$ cat src/rtl/tmr_pkg.sv
package tmr_pkg;
   localparam int CTL_W     = 8;
   localparam int IE_POS    = 7;
   localparam int CRE_POS   = 3;
   localparam int SEL_MAX_W = 3;

   typedef logic [CTL_W-1:0] ctl_byte_t;

   // Mask of the implemented control bits for a given select width
   function automatic ctl_byte_t ctl_mask(input int sel_w);
      ctl_byte_t m;
      m = '0;
      m[IE_POS]  = 1'b1;
      m[CRE_POS] = 1'b1;
      for (int i = 0; i < sel_w; i++) m[i] = 1'b1;
      return m;
   endfunction
endpackage

$ cat src/rtl/tmr_prescale.sv
module tmr_prescale #(
   parameter int SEL_W = 3,
   localparam int PRE_W = (1 << SEL_W) - 1
) (
   input  logic             clk,
   input  logic             rst_n,
   input  logic             run_en,
   input  logic [SEL_W-1:0] sel_req,
   output logic [SEL_W-1:0] act_sel,
   output logic             tick
);
   logic [PRE_W-1:0] pre_cnt;
   logic [PRE_W-1:0] stage_mask;

   // Stage i takes part in the divide when the active select exceeds i
   for (genvar i = 0; i < PRE_W; i++) begin : g_mask
      assign stage_mask[i] = (int'(act_sel) > i);
   end

   assign tick = run_en && ((pre_cnt & stage_mask) == '0);

   always_ff @(posedge clk or negedge rst_n) begin
      if (!rst_n) begin
         pre_cnt <= '0;
         act_sel <= '0;
      end else begin
         if (run_en) pre_cnt <= pre_cnt + 1'b1;
         // the new divisor is adopted only at the all-zero point
         if (pre_cnt == '0) act_sel <= sel_req;
      end
   end

   // select changes only after a cycle with prescaler at zero
   p_sel_defer_r4: assert property (@(posedge clk) disable iff (!rst_n)
      (act_sel != $past(act_sel)) |-> ($past(pre_cnt) == '0));

   // prescaler frozen while idle
   p_pre_hold_r9: assert property (@(posedge clk) disable iff (!rst_n)
      !run_en |=> $stable(pre_cnt));
endmodule

$ cat src/rtl/tmr_count.sv
module tmr_count #(
   parameter int CNT_W = 16
) (
   input  logic             clk,
   input  logic             rst_n,
   input  logic             tick,
   input  logic             cre,
   input  logic [CNT_W-1:0] cmp,
   output logic [CNT_W-1:0] cnt,
   output logic             wrap_ev
);
   logic hit;

   assign hit     = cre && (cnt == cmp);
   assign wrap_ev = tick && !hit && (&cnt);

   always_ff @(posedge clk or negedge rst_n) begin
      if (!rst_n)    cnt <= '0;
      else if (tick) cnt <= hit ? '0 : cnt + 1'b1;
   end

   // a successful compare loads zero on that tick
   p_mod_clear_r6: assert property (@(posedge clk) disable iff (!rst_n)
      (tick && cre && cnt == cmp) |=> (cnt == '0));

   // an ordinary tick steps by exactly one
   p_step_r3: assert property (@(posedge clk) disable iff (!rst_n)
      (tick && !(cre && cnt == cmp)) |=> (cnt == CNT_W'($past(cnt) + 1'b1)));

   // no tick, no change
   p_cnt_hold_r9: assert property (@(posedge clk) disable iff (!rst_n)
      !tick |=> $stable(cnt));

   // modulus wrap at all-ones never reports an overflow
   p_no_overflow_r8: assert property (@(posedge clk) disable iff (!rst_n)
      (cre && (&cmp)) |-> !wrap_ev);
endmodule

$ cat src/rtl/tmr_ovf.sv
module tmr_ovf #(
   parameter bit IRQ_REG = 1'b0
) (
   input  logic clk,
   input  logic rst_n,
   input  logic set_ev,
   input  logic clr,
   input  logic ie,
   output logic flag,
   output logic irq
);
   always_ff @(posedge clk or negedge rst_n) begin
      if (!rst_n)      flag <= 1'b0;
      else if (set_ev) flag <= 1'b1;
      else if (clr)    flag <= 1'b0;
   end

   if (IRQ_REG) begin : g_irq_reg
      always_ff @(posedge clk or negedge rst_n) begin
         if (!rst_n) irq <= 1'b0;
         else        irq <= flag && ie;
      end
   end else begin : g_irq_comb
      assign irq = flag && ie;
   end

   // set has priority over a simultaneous clear
   p_set_wins_r11: assert property (@(posedge clk) disable iff (!rst_n)
      set_ev |=> flag);

   // a lone clear removes the flag
   p_clear_r11: assert property (@(posedge clk) disable iff (!rst_n)
      (clr && !set_ev) |=> !flag);

   // flag is sticky until cleared
   p_sticky_r5: assert property (@(posedge clk) disable iff (!rst_n)
      (flag && !clr) |=> flag);
endmodule

$ cat src/rtl/tmr_modcnt.sv
module tmr_modcnt
   import tmr_pkg::*;
#(
   parameter int CNT_W   = 16,
   parameter int SEL_W   = 3,
   parameter bit IRQ_REG = 1'b0
) (
   input  logic             clk,
   input  logic             rst_n,
   input  logic             run_en,
   input  logic             ctl_wr,
   input  logic [CTL_W-1:0] ctl_wdata,
   output logic [CTL_W-1:0] ctl_rdata,
   input  logic             cmp_wr,
   input  logic [CNT_W-1:0] cmp_wdata,
   input  logic             ovf_clr,
   output logic [CNT_W-1:0] cnt_q,
   output logic             ovf_flag,
   output logic             irq
);
   localparam ctl_byte_t CTL_MASK = ctl_mask(SEL_W);

   if (SEL_W < 1 || SEL_W > SEL_MAX_W) begin : g_bad_sel
      $error("tmr_modcnt: SEL_W must lie in 1..%0d", SEL_MAX_W);
   end
   if (CNT_W < 2) begin : g_bad_cnt
      $error("tmr_modcnt: CNT_W must be at least 2");
   end

   ctl_byte_t        ctl_q;
   logic [CNT_W-1:0] cmp_q;
   logic [SEL_W-1:0] act_sel;
   logic             tick;
   logic             wrap_ev;

   always_ff @(posedge clk or negedge rst_n) begin
      if (!rst_n) begin
         ctl_q <= '0;
         cmp_q <= '0;
      end else begin
         if (ctl_wr) ctl_q <= ctl_wdata & CTL_MASK;
         if (cmp_wr) cmp_q <= cmp_wdata;
      end
   end

   assign ctl_rdata = ctl_q;

   tmr_prescale #(.SEL_W(SEL_W)) u_pre (
      .clk     (clk),
      .rst_n   (rst_n),
      .run_en  (run_en),
      .sel_req (ctl_q[SEL_W-1:0]),
      .act_sel (act_sel),
      .tick    (tick)
   );

   tmr_count #(.CNT_W(CNT_W)) u_cnt (
      .clk     (clk),
      .rst_n   (rst_n),
      .tick    (tick),
      .cre     (ctl_q[CRE_POS]),
      .cmp     (cmp_q),
      .cnt     (cnt_q),
      .wrap_ev (wrap_ev)
   );

   tmr_ovf #(.IRQ_REG(IRQ_REG)) u_ovf (
      .clk    (clk),
      .rst_n  (rst_n),
      .set_ev (wrap_ev),
      .clr    (ovf_clr),
      .ie     (ctl_q[IE_POS]),
      .flag   (ovf_flag),
      .irq    (irq)
   );

   // unimplemented control bits never read as one
   p_rsv_zero_r2: assert property (@(posedge clk) disable iff (!rst_n)
      (ctl_rdata & ~CTL_MASK) == '0);

   // free-running wrap raises the flag on the next edge
   p_free_wrap_r5: assert property (@(posedge clk) disable iff (!rst_n)
      (tick && !ctl_q[CRE_POS] && (&cnt_q)) |=> (ovf_flag && cnt_q == '0));
endmodule

$ cat config.mk
export PLATFORM = sky130hd
export DESIGN_NAME = tmr_modcnt
export DESIGN_NICKNAME = d
export VERILOG_FILES = /design/src/rtl/tmr_pkg.sv /design/src/rtl/tmr_prescale.sv /design/src/rtl/tmr_count.sv /design/src/rtl/tmr_ovf.sv /design/src/rtl/tmr_modcnt.sv
export SDC_FILE = /design/constraint.sdc
export NUM_CORES = 1
export LEC_CHECK = 0
export ABC_AREA = 1
export BUFFER_PORTS_ARGS = -buffer_cell sky130_fd_sc_hd__buf_2
export CORE_MARGIN = 2
export CORE_UTILIZATION = 50
export DETAILED_ROUTE_END_ITERATION = 6
export PLACE_DENSITY = 0.85
export SETUP_SLACK_MARGIN = 0.4
export SYNTH_ARGS = -nofsm -noshare
export SYNTH_HDL_FRONTEND = slang
export SYNTH_HIERARCHICAL = 1
export SYNTH_SLANG_ARGS = --single-unit
$ cat constraint.sdc
create_clock -name clk -period 1.95 [get_ports clk]
set_input_delay 0.0975 -clock clk [delete_from_list [all_inputs] [get_ports clk]]
set_output_delay 0.0975 -clock clk [all_outputs]
set_load 0.02 [all_outputs]
After elaboration in Yosys (flattened, before gate mapping)
Cells that the tools add are included.
{ "op_classes": {"magnitude_cmp": 7, "n_bitwise": 1, "addsub": 2, "n_mux": 3, "reduce_logical": 10, "n_eq_ne": 1} }
{ "op_table": {"columns": ["operator", "count"], "rows": [
  ["adder 16 x 1 -> 16 bit, second input constant", 1],
  ["equality test 16 bit", 1],
  ["two-way mux 16 bit", 1],
  ["AND reduction 16 bit", 1],
  ["logical NOT 7 bit", 2],
  ["greater-than comparator 3 bit, second input constant", 3],
  ["adder 7 x 1 -> 7 bit, second input constant", 1],
  ["bitwise AND 7 bit", 1],
  ["greater-than comparator 3 x 1 -> 1 bit, second input constant", 2],
  ["greater-than comparator 3 x 2 -> 1 bit, second input constant", 2],
  ["logical AND 1 bit", 5],
  ["two-way mux 1 bit", 2],
  ["nonzero test 2 bit", 1],
  ["logical NOT 1 bit", 1]
]} }
{ "word_totals": {"elab_cells": 30, "input_bits": 30, "regBits": 48, "out_inout_bits": 26} }

Longest topological paths before layout
Gate-level depths: netlist (run 1).
{ "depth": {"ltp_word": 7, "depth_mapped": 15, "depth_no_buf": 15} }

Hierarchy
The synthesis (run 1) kept the hierarchy.
{ "modules_own_cells": {"columns": ["mod", "area_per_inst_um2", "seq_area_each_um2", "n_inst", "cells_per_inst"], "rows": [
  ["tmr_count", 1470.2, 400.4, 1, 252],
  ["tmr_modcnt", 855.8, 525.5, 1, 93],
  ["tmr_prescale", 539.3, 250.2, 1, 66],
  ["tmr_ovf", 47.5, 25.0, 1, 7]
]} }

Worst setup path after synthesis (run 1)
OpenSTA, ideal clock, no wires.
{ "synth_path": {"path_type": "register -> register", "startpoint": "register u_pre.pre_cnt[0]", "endpoint": "register u_cnt.cnt[13]", "setup_time_ps": 113, "period_less_slack_ps": 1836, "stages_incl_launch_ff": 15, "slack_ps": 114, "arrival_ps": 1723, "path_buffers": 0, "required_time_ps": 1837, "cell_sequence": "dfrtp_1 -> inv_1 -> nand3_1 -> o21ai_0 -> nand2_1 -> a21oi_1 -> nand2_1 -> nor2_4 -> nand3_4 -> nor2_4 -> nand3_1 -> nand2_1 -> inv_1 -> nand2_1 -> inv_1"} }
{ "synth_between": {"elab_chain_len": 3} }
{ "synth_lines": {"columns": ["element", "line", "text"], "rows": [
  ["start, declared", "tmr_prescale.sv:12", "logic [PRE_W-1:0] pre_cnt;"],
  ["start signal, assigned", "tmr_prescale.sv:27", "if (run_en) pre_cnt <= pre_cnt + 1'b1;"],
  ["bitwise AND 7 bit", "tmr_prescale.sv:20", "assign tick = run_en && ((pre_cnt & stage_mask) == '0);"],
  ["logical NOT 7 bit", "tmr_prescale.sv:20", null],
  ["logical AND 1 bit", "tmr_prescale.sv:20", null],
  ["named net tick", "tmr_modcnt.sv:33", "logic tick;"],
  ["end signal, assigned", "tmr_count.sv:19", "else if (tick) cnt <= hit ? '0 : cnt + 1'b1;"],
  ["end, declared", "tmr_count.sv:9", "output logic [CNT_W-1:0] cnt,"]
]} }
The timed path passes the listed nets, and every way through them passes these cells.
A chain may end at the register's enable or synchronous reset.

Final worst setup path (run 1)
{ "layout_path": {"startpoint": "register u_pre.act_sel[1]", "endpoint": "register u_cnt.cnt[13]"} }
{ "layout_between": {"elab_chain_len": 4, "word_cells_on_any_way": 10, "cone_classes": "order compare (7); bitwise (1); reduce/logical (2)"} }
{ "layout_lines": {"columns": ["element", "line", "text"], "rows": [
  ["start, declared", "tmr_prescale.sv:9", "output logic [SEL_W-1:0] act_sel,"],
  ["start signal, assigned", "tmr_prescale.sv:29", "if (pre_cnt == '0) act_sel <= sel_req;"],
  ["greater-than comparator 3 x 1 -> 1 bit, or another cell as far along", "tmr_prescale.sv:17", "assign stage_mask[i] = (int'(act_sel) > i);"],
  ["bitwise AND 7 bit (*)", "tmr_prescale.sv:20", null],
  ["logical NOT 7 bit (*)", "tmr_prescale.sv:20", null],
  ["logical AND 1 bit (*)", "tmr_prescale.sv:20", null],
  ["named net tick", "tmr_modcnt.sv:33", null]
]} }
The timed path passes the listed nets; every way through them passes the cells marked *.

==> results of run 1 <==
[final cells by class]
class,instances,area (sq um)
clock inverter,3,42.5
tap,72,90.1
inverter,75,287
clock buffer,5,68.8
multi-input combinational,291,1430
sequential,48,1210
fill,418,1850
timing repair buffer,87,603
[stage by stage]
stage | std cells | utilization [%] | TNS, ns | power (uW)
floorplan | 420 | - | 0 | 2170
global placement | 537 | 57.8 | 0 | 2420
detailed placement | 537 | 57.8 | 0 | 2480
CTS | 572 | 64.9 | 0 | 3360
global route | 581 | 66.8 | -0.0590 | 3770
finish | 581 | 66.8 | 0 | 3560
[routing by layer]
| layer | track usage, % | up-vias | part of all wire (%) |
|---|---|---|---|
| met5 | 0 | - | 0 |
| met4 | 8.64 | 0 | 2.1 |
| met3 | 3.82 | 19 | 5.1 |
| met2 | 39.1 | 111 | 49 |
| met1 | 30.5 | 1363 | 44 |
| li1 | - | 1415 | - |
[worst paths after layout]
| path | startpoint | end | slack [ns] | depth (start not counted) |
|---|---|---|---|---|
| min reg2reg | u_pre/pre_cnt[0] | u_pre/pre_cnt[0] | 0.50 | 1 |
| max reg2reg | u_pre/act_sel[1] | u_cnt/cnt[13] | 0.07 | 14 |
| max | u_pre/act_sel[1] | u_cnt/cnt[13] | 0.07 | 14 |
| max in group asynchronous | rst_n | u_cnt/cnt[0] | 1.11 | 3 |
| min in group asynchronous | rst_n | ctl_rdata[1] | 0.30 | 2 |
| min | cmp_wdata[15] | cmp_q[15] | 0.004 | 3 |
[registers in the layout, summed over array words and instances, names as in the netlist]
signal	cells
cmp_q	16
ctl_rdata	5
u_cnt/cnt	16
u_ovf/flag	1
u_pre/act_sel	3
u_pre/pre_cnt	7
[cell usage in the layout, fill, tap and decap left out, types with 2 or more instances in the layout]
cell type	count
nand3_2	3
nand3b_1	4
nand3_1	14
xor2_1	11
nand3_4	3
ha_1	2
conb_1	3
o21ai_0	5
nor2_1	25
nor3_1	2
nand2_2	13
buf_4	14
inv_2	7
dfrtp_1	42
dlygate4sd3_1	21
buf_6	2
clkbuf_8	5
inv_1	64
nor2_4	5
o21ai_1	3
nand4_1	5
nor2_2	3
clkinv_1	3
buf_2	49
nand2_1	184
dfrtp_2	6
[where the power goes]
| group | switching [uW] | total (uW) | internal [uW] | leakage (uW) |
|---|---|---|---|---|
| Combinational | 826 | 1410 | 581 | 0.00151 |
| Clock | 349 | 728 | 380 | 0.0000541 |
| Sequential | 247 | 1430 | 1180 | 0.000578 |
| Total | 1420 | 3560 | 2140 | 0.00214 |
[what timing repair did]
item / CTS / global route
gates resized for setup: 10 / 11
setup buffers: 5 / 9
gates cloned: 1 / 0
setup endpoints to repair: 12 / 17
pin swaps: 3 / 9
hold buffers: 21 / 0
hold endpoints to repair: 44 / 0
[cells by family (layout without fill, tap and decap cells)]
| logic type | count (synthesis) | in the layout |
|---|---|---|
| other | 1 | 3 |
| buffers and inverters | 82 | 170 |
| AO/OA/AOI/OAI | 10 | 10 |
| XOR/XNOR | 11 | 11 |
| flip-flops | 48 | 48 |
| adder cells (fa/ha/maj) | 3 | 3 |
| AND/OR/NAND/NOR | 263 | 264 |
[worst reg2reg max path, delay by kind of cell (launching register included)]
kind	cells	cell delay (ns)
AOI/OAI and AO/OA	2	0.30
buffers and inverters	3	0.18
DFF	1	0.44
and+or+nand+nor	9	0.85
==> summary.txt, run 1 <==
Status
  • Status: complete, no violations

Floorplanning
  • Die height: 80.3 um
  • Row cnt: 27
  • Core area: 5570 sq um
  • Initial Utilization: 52.3%
  • Die X: 80.3 um
  • Die ar.: 6450 sq um
  • I/O pin total: 56

Drt
  • Detail-routed via count per cell: 5.01
  • DR iter-0 viols: 180
  • ANT nets after route: 0
  • Wirelength, routed: 7360 um
  • DRT Pass-1 Iters: 4
  • # DRC: 0
  • Via count: 2908
  • Routed wire per std cell: ~13 um

Layout
  • Post-route cell area: between 3000 and 4000 sq um
  • # nets final: 541
  • Layout area overhead: 27.9%
  • Layout cells sized above 1: 23.8%
  • Ant diodes: 0

Job
  • Max cap viols: 0

Placed design
  • Port buffer count: 49
  • Setup Slack @ Placement: 0.00985 ns
  • Placed Area: roughly 3200 sq um
  • RePlAce Congestion: 0.866
  • Post-DP HPWL: 4680 um

Global route
  • Initial antenna violation count: 0
  • First-pass GRT wire length: 11600 um
  • Total global routing overflow: 0
  • Largest net degree at the start of global routing: 26
  • Vias in the first global route: 2565
  • Total global-route track usage: 23.4%

Clock tree
  • Clock-pin slew of the registers on the worst-case setup and hold paths: 0.09 ns
  • CTS buffer count: 5
  • Clock root buffer: clkbuf_8
  • CTS tree: built
  • # H-tree levels: 2
  • Clk buf depth: 2
  • Worst skew pair latency: 0.31 ns
  • Clk sinks: 48

Yosys
  • Share of flip-flops with an asynchronous set or reset: 100%
  • Post-Synth Adder-Cell Area: 1.29%
  • #FFs+latches synth: 48
  • Mapped Cells: ~420
  • Top_reg_cell synth: dfrtp_1
  • Top cells by area, synth: dfrtp_1 41%, nand2_1 24%, inv_1 8.6%
  • Largest family of logic cells by synthesized area: simple AND/OR/NAND/NOR gates
  • Synth Area per Inst: approximately 7 sq um
  • Commonest cells post-synth: 187 x nand2_1, 67 x inv_1, 48 x dfrtp_1, 26 x nor2_1, 15 x nand3_1
  • Synth Area in Simple Gates: 40.0%
  • Post-synthesis xor/xnor area fraction: 3.31%
  • Most frequent cell after synthesis: nand2_1
  • Yosys cell types: 29
  • Compound-Gate Fraction of Synth Area: 1.72%
  • Yosys warnings: 6
  • Synth Cell Area: 2910 sq um
  • Area leader, netlist: dfrtp_1
  • Post-synth EDFFs: 0
  • Top-area cell type share of the netlist area: 41.2%
  • Sequential share of the synthesized area: 41.2%
  • Mux cell area share after synthesis: 0%

Timing
  • Fmax: roughly 530 MHz
  • RSZ-0062 raised after global routing: yes
  • Hold Fails Final Rpt: 0
  • Slew headroom: 61.8%
  • # setup viols final: 0
  • Worst hold slack: between 0.003 and 0.004 ns
  • Worst-Margin Slew: 0.572 ns
  • Post-layout min period: 1.88 ns
  • Max Slew Vio Count: 0
  • Fin worst setup slack: 0.0731 ns
  • Skew final: 0.00727 ns
  • Final period util: 96.3%

Setup path
  • Slowest stage delay, CP: about 0.44 ns
  • Worst-path maximum fanout: 5
  • CP required: 2.16 ns
  • Crit-path cells: inv_1, nand2_2, o21ai_2, nand2_2, a21oi_4, nand2_2, nor2_4, nand3_4, nor2_4, nand3_1, nand2_1, inv_1, nand2_1, inv_1
  • Setup crit start kind: register
  • Buf/Inv on CP: 3
  • CP arrival: 2.08 ns
  • WS Path Type: register to register
  • CP endpoint kind: register
  • Crit path max-delay family: simple AND/OR/NAND/NOR gates
  • Slowest-stage cell, CP: dfrtp_1

Power and ir drop
  • Leak: 0.00214 uW
  • Pwr/cell area: between 900 and 1000 nW/um^2
  • Peak VDD IR: 0.714 mV

Min path
  • Worst hold path class: primary input to register
Power figures use the tool's default switching activity.
==> inputs of run 2 (changes only) <==
--- a/config.mk
+++ b/config.mk
@@ -7,7 +7,7 @@
 export LEC_CHECK = 0
 export ABC_AREA = 1
 export BUFFER_PORTS_ARGS = -buffer_cell sky130_fd_sc_hd__buf_2
-export CORE_MARGIN = 2
+export CORE_MARGIN = 1.5
 export CORE_UTILIZATION = 50
 export DETAILED_ROUTE_END_ITERATION = 6
 export PLACE_DENSITY = 0.85
@@ -16,3 +16,4 @@
 export SYNTH_HDL_FRONTEND = slang
 export SYNTH_HIERARCHICAL = 1
 export SYNTH_SLANG_ARGS = --single-unit
+export TNS_END_PERCENT = 1
==> summary.txt, run 2 (same netlist as run 1, synthesis figures left out) <==
Drt
  • Via count: 2697 (-7.3%)
  • # DRC: 0 (unchanged)
  • ANT nets after route: 0 (unchanged)
  • Detail-routed via count per cell: 4.78 (-4.5%)
  • DRT Pass-1 Iters: 4 (unchanged)
  • Routed wire per std cell: 11.7 um (-7.8%)
  • DR iter-0 viols: 270 (+50%)
  • Wirelength, routed: 6590 um (-10%)

Clock tree
  • Clock-pin slew of the registers on the worst-case setup and hold paths: 0.08 ns (about the same)
  • Clock root buffer: clkbuf_8
  • CTS tree: built
  • # H-tree levels: 2 (unchanged)
  • Clk buf depth: 2 (unchanged)
  • CTS buffer count: 5 (unchanged)
  • Clk sinks: 48 (unchanged)
  • Worst skew pair latency: 0.30 ns (about the same)

Timing
  • Final period util: 92.7% (-3.6 points)
  • Fin worst setup slack: 0.143 ns (+0.0700 ns)
  • Max Slew Vio Count: 0 (unchanged)
  • Skew final: 0.00381 ns (-0.00345 ns)
  • Post-layout min period: 1.81 ns (-0.0700 ns)
  • Fmax: 553 MHz (+3.9%)
  • RSZ-0062 raised after global routing: yes
  • Hold Fails Final Rpt: 1 (+1)
  • # setup viols final: 0 (unchanged)
  • Worst-Margin Slew: 0.588 ns (+0.0154 ns)
  • Sum Neg Setup Slack: 0 ns (unchanged)
  • Worst hold slack: -0.00433 ns (-0.00817 ns)
  • Slew headroom: 60.8% (-1.0 points)

Floorplanning
  • Row cnt: 27 (unchanged)
  • Initial Utilization: 52.3% (unchanged)
  • Core area: 5570 sq um (unchanged)
  • Die height: 79.3 um (-1.2%)
  • I/O pin total: 56 (unchanged)
  • Die ar.: 6290 sq um (-2.5%)
  • Die X: 79.3 um (-1.2%)

Power and ir drop
  • Peak VDD IR: 0.688 mV (-3.6%)
  • Pwr/cell area: 955 nW/um^2 (-0.18%)
  • Leak: 0.00209 uW (-2.7%)

Placed design
  • Port buffer count: 49 (unchanged)
  • RePlAce Congestion: 0.894 (+3.2%)
  • Post-DP HPWL: 4590 um (-1.9%)
  • Setup Slack @ Placement: 0.110 ns (+0.100 ns)

Layout
  • Layout cells sized above 1: 20.5% (-3.2 points)
  • Commonest non-fill, non-tap cell in the layout: nand2_1
  • Layout area overhead: 21.7%
  • Fill cells: 464 (+11%)
  • Top flop regs: cmp_q x16, u_cnt/cnt x16, u_pre/pre_cnt x7
  • Most frequent cells in the layout: 186 x nand2_1, 64 x inv_1, 49 x buf_2
  • # nets final: 524 (-3.1%)
  • Ant diodes: 0 (unchanged)

Global route
  • Total global routing overflow: 0 (unchanged)
  • First-pass GRT wire length: 10800 um (-6.7%)
  • Vias in the first global route: 2498 (-2.6%)
  • Largest net degree at the start of global routing: 26 (unchanged)
  • Total global-route track usage: 21.9% (-1.5 points)
  • Initial antenna violation count: 0 (unchanged)

Setup path
  • CP arrival: 2.01 ns (-0.07 ns)
  • Worst R2R End: u_cnt/cnt[13]
  • Setup crit start kind: register
  • Reg2reg path depth: 12 (-2)
  • CP required: 2.15 ns (about the same)
  • Worst-path maximum fanout: 4 (-1)
  • CP endpoint kind: register
  • R2R Setup Slk: 0.14 ns (+0.07 ns)
  • Worst r2r src: u_pre/pre_cnt[2]
  • WS Path Type: register to register

Min path
  • WHS Endpoint: cmp_q[12]
  • Hold path cells: 3 (unchanged)
  • Hold path start: cmp_wdata[12]
  • Worst hold path class: primary input to register

Status
  • Status: finished, violations left
  • Failing checks: hold timing

Job
  • Max cap viols: 0 (unchanged)
## run 2: changes by cell type in the layout (fill, tap and decap cells not counted), sizes merged
cell | before | now
buf | 66 | 57
clkbuf | 5 | 7
clkinv | 4 | 3
clkinvlp | 1 | 0
dlygate4sd3 | 21 | 14
nand3 | 20 | 19
## run 2: repair_timing
item,in CTS,in global routing
pin swaps,1,2
resized for setup,1,7
hold buffers,13,1
buffers inserted,6,0
endpoints found under the setup margin,12,17
hold endpoints to repair,36,1
## run 2: where the power goes
part           switching (uW)  internal, uW  total [uW]
logic                     731           461        1190
clock network             331           453         784
registers                 238          1170        1410
total                    1300          2090        3390
## run 2: metal layers
metal	GRT usage (%)	vias to the layer above	routed length [um]
met5	0	-	0
met4	6.67	0	93
met3	4.60	11	395
met2	38.2	78	3210
met1	27.1	1226	2890
li1	-	1382	-
## run 2: how the worst max path moves through the flow
stage / startpoint / to / slack (ns) / cells past startpoint
CTS: u_pre/act_sel[1] / u_cnt/cnt[13] / 0.15 / 14
global route: u_pre/act_sel[1] / u_cnt/cnt[13] / 0.004 / 14
finish: u_pre/pre_cnt[2] / u_cnt/cnt[13] / 0.14 / 12
floorplan: u_pre/pre_cnt[0] / u_cnt/cnt[13] / 0.26 / 14
global placement: u_pre/pre_cnt[0] / u_cnt/cnt[13] / 0.17 / 14
detailed placement: u_pre/act_sel[1] / u_cnt/cnt[13] / 0.11 / 14
## run 2: through the flow
step / cells / utilization (%) / hold WS (ns) / cell area, sq um / total power, uW
after floorplan: 420 / - / -0.198 / 2920 / 2170
after global placement: 536 / 57.7 / 0.128 / 3210 / 2410
after detailed placement: 536 / 57.7 / 0.129 / 3210 / 2460
after CTS: 563 / 63.1 / 0.000926 / 3520 / 3330
after global routing: 564 / 63.6 / 0.00536 / 3550 / 3610
final: 564 / 63.6 / -0.00433 / 3550 / 3390
## run 2: area by class of cell
type	instances	area, sq um	share of cell area [%]
clock buffer	7	96.3	2.72
clock inverter	1	30.0	0.847
inverter	75	287	8.08
tap	72	90.1	2.54
multi-input combinational	290	1380	38.9
timing repair buffer	71	462	13.0
sequential	48	1200	33.9
## run 2: critical path, cell delays in order (launching register included)
cell	delay, ns
dfrtp_1	0.43
nor2_1	0.19
nand3_2	0.13
a21oi_4	0.24
nand2_2	0.10
nor2_4	0.12
nand3_4	0.10
nor2_4	0.12
nand3_1	0.08
nand2_1	0.07
inv_1	0.03
nand2_1	0.05
inv_1	0.04
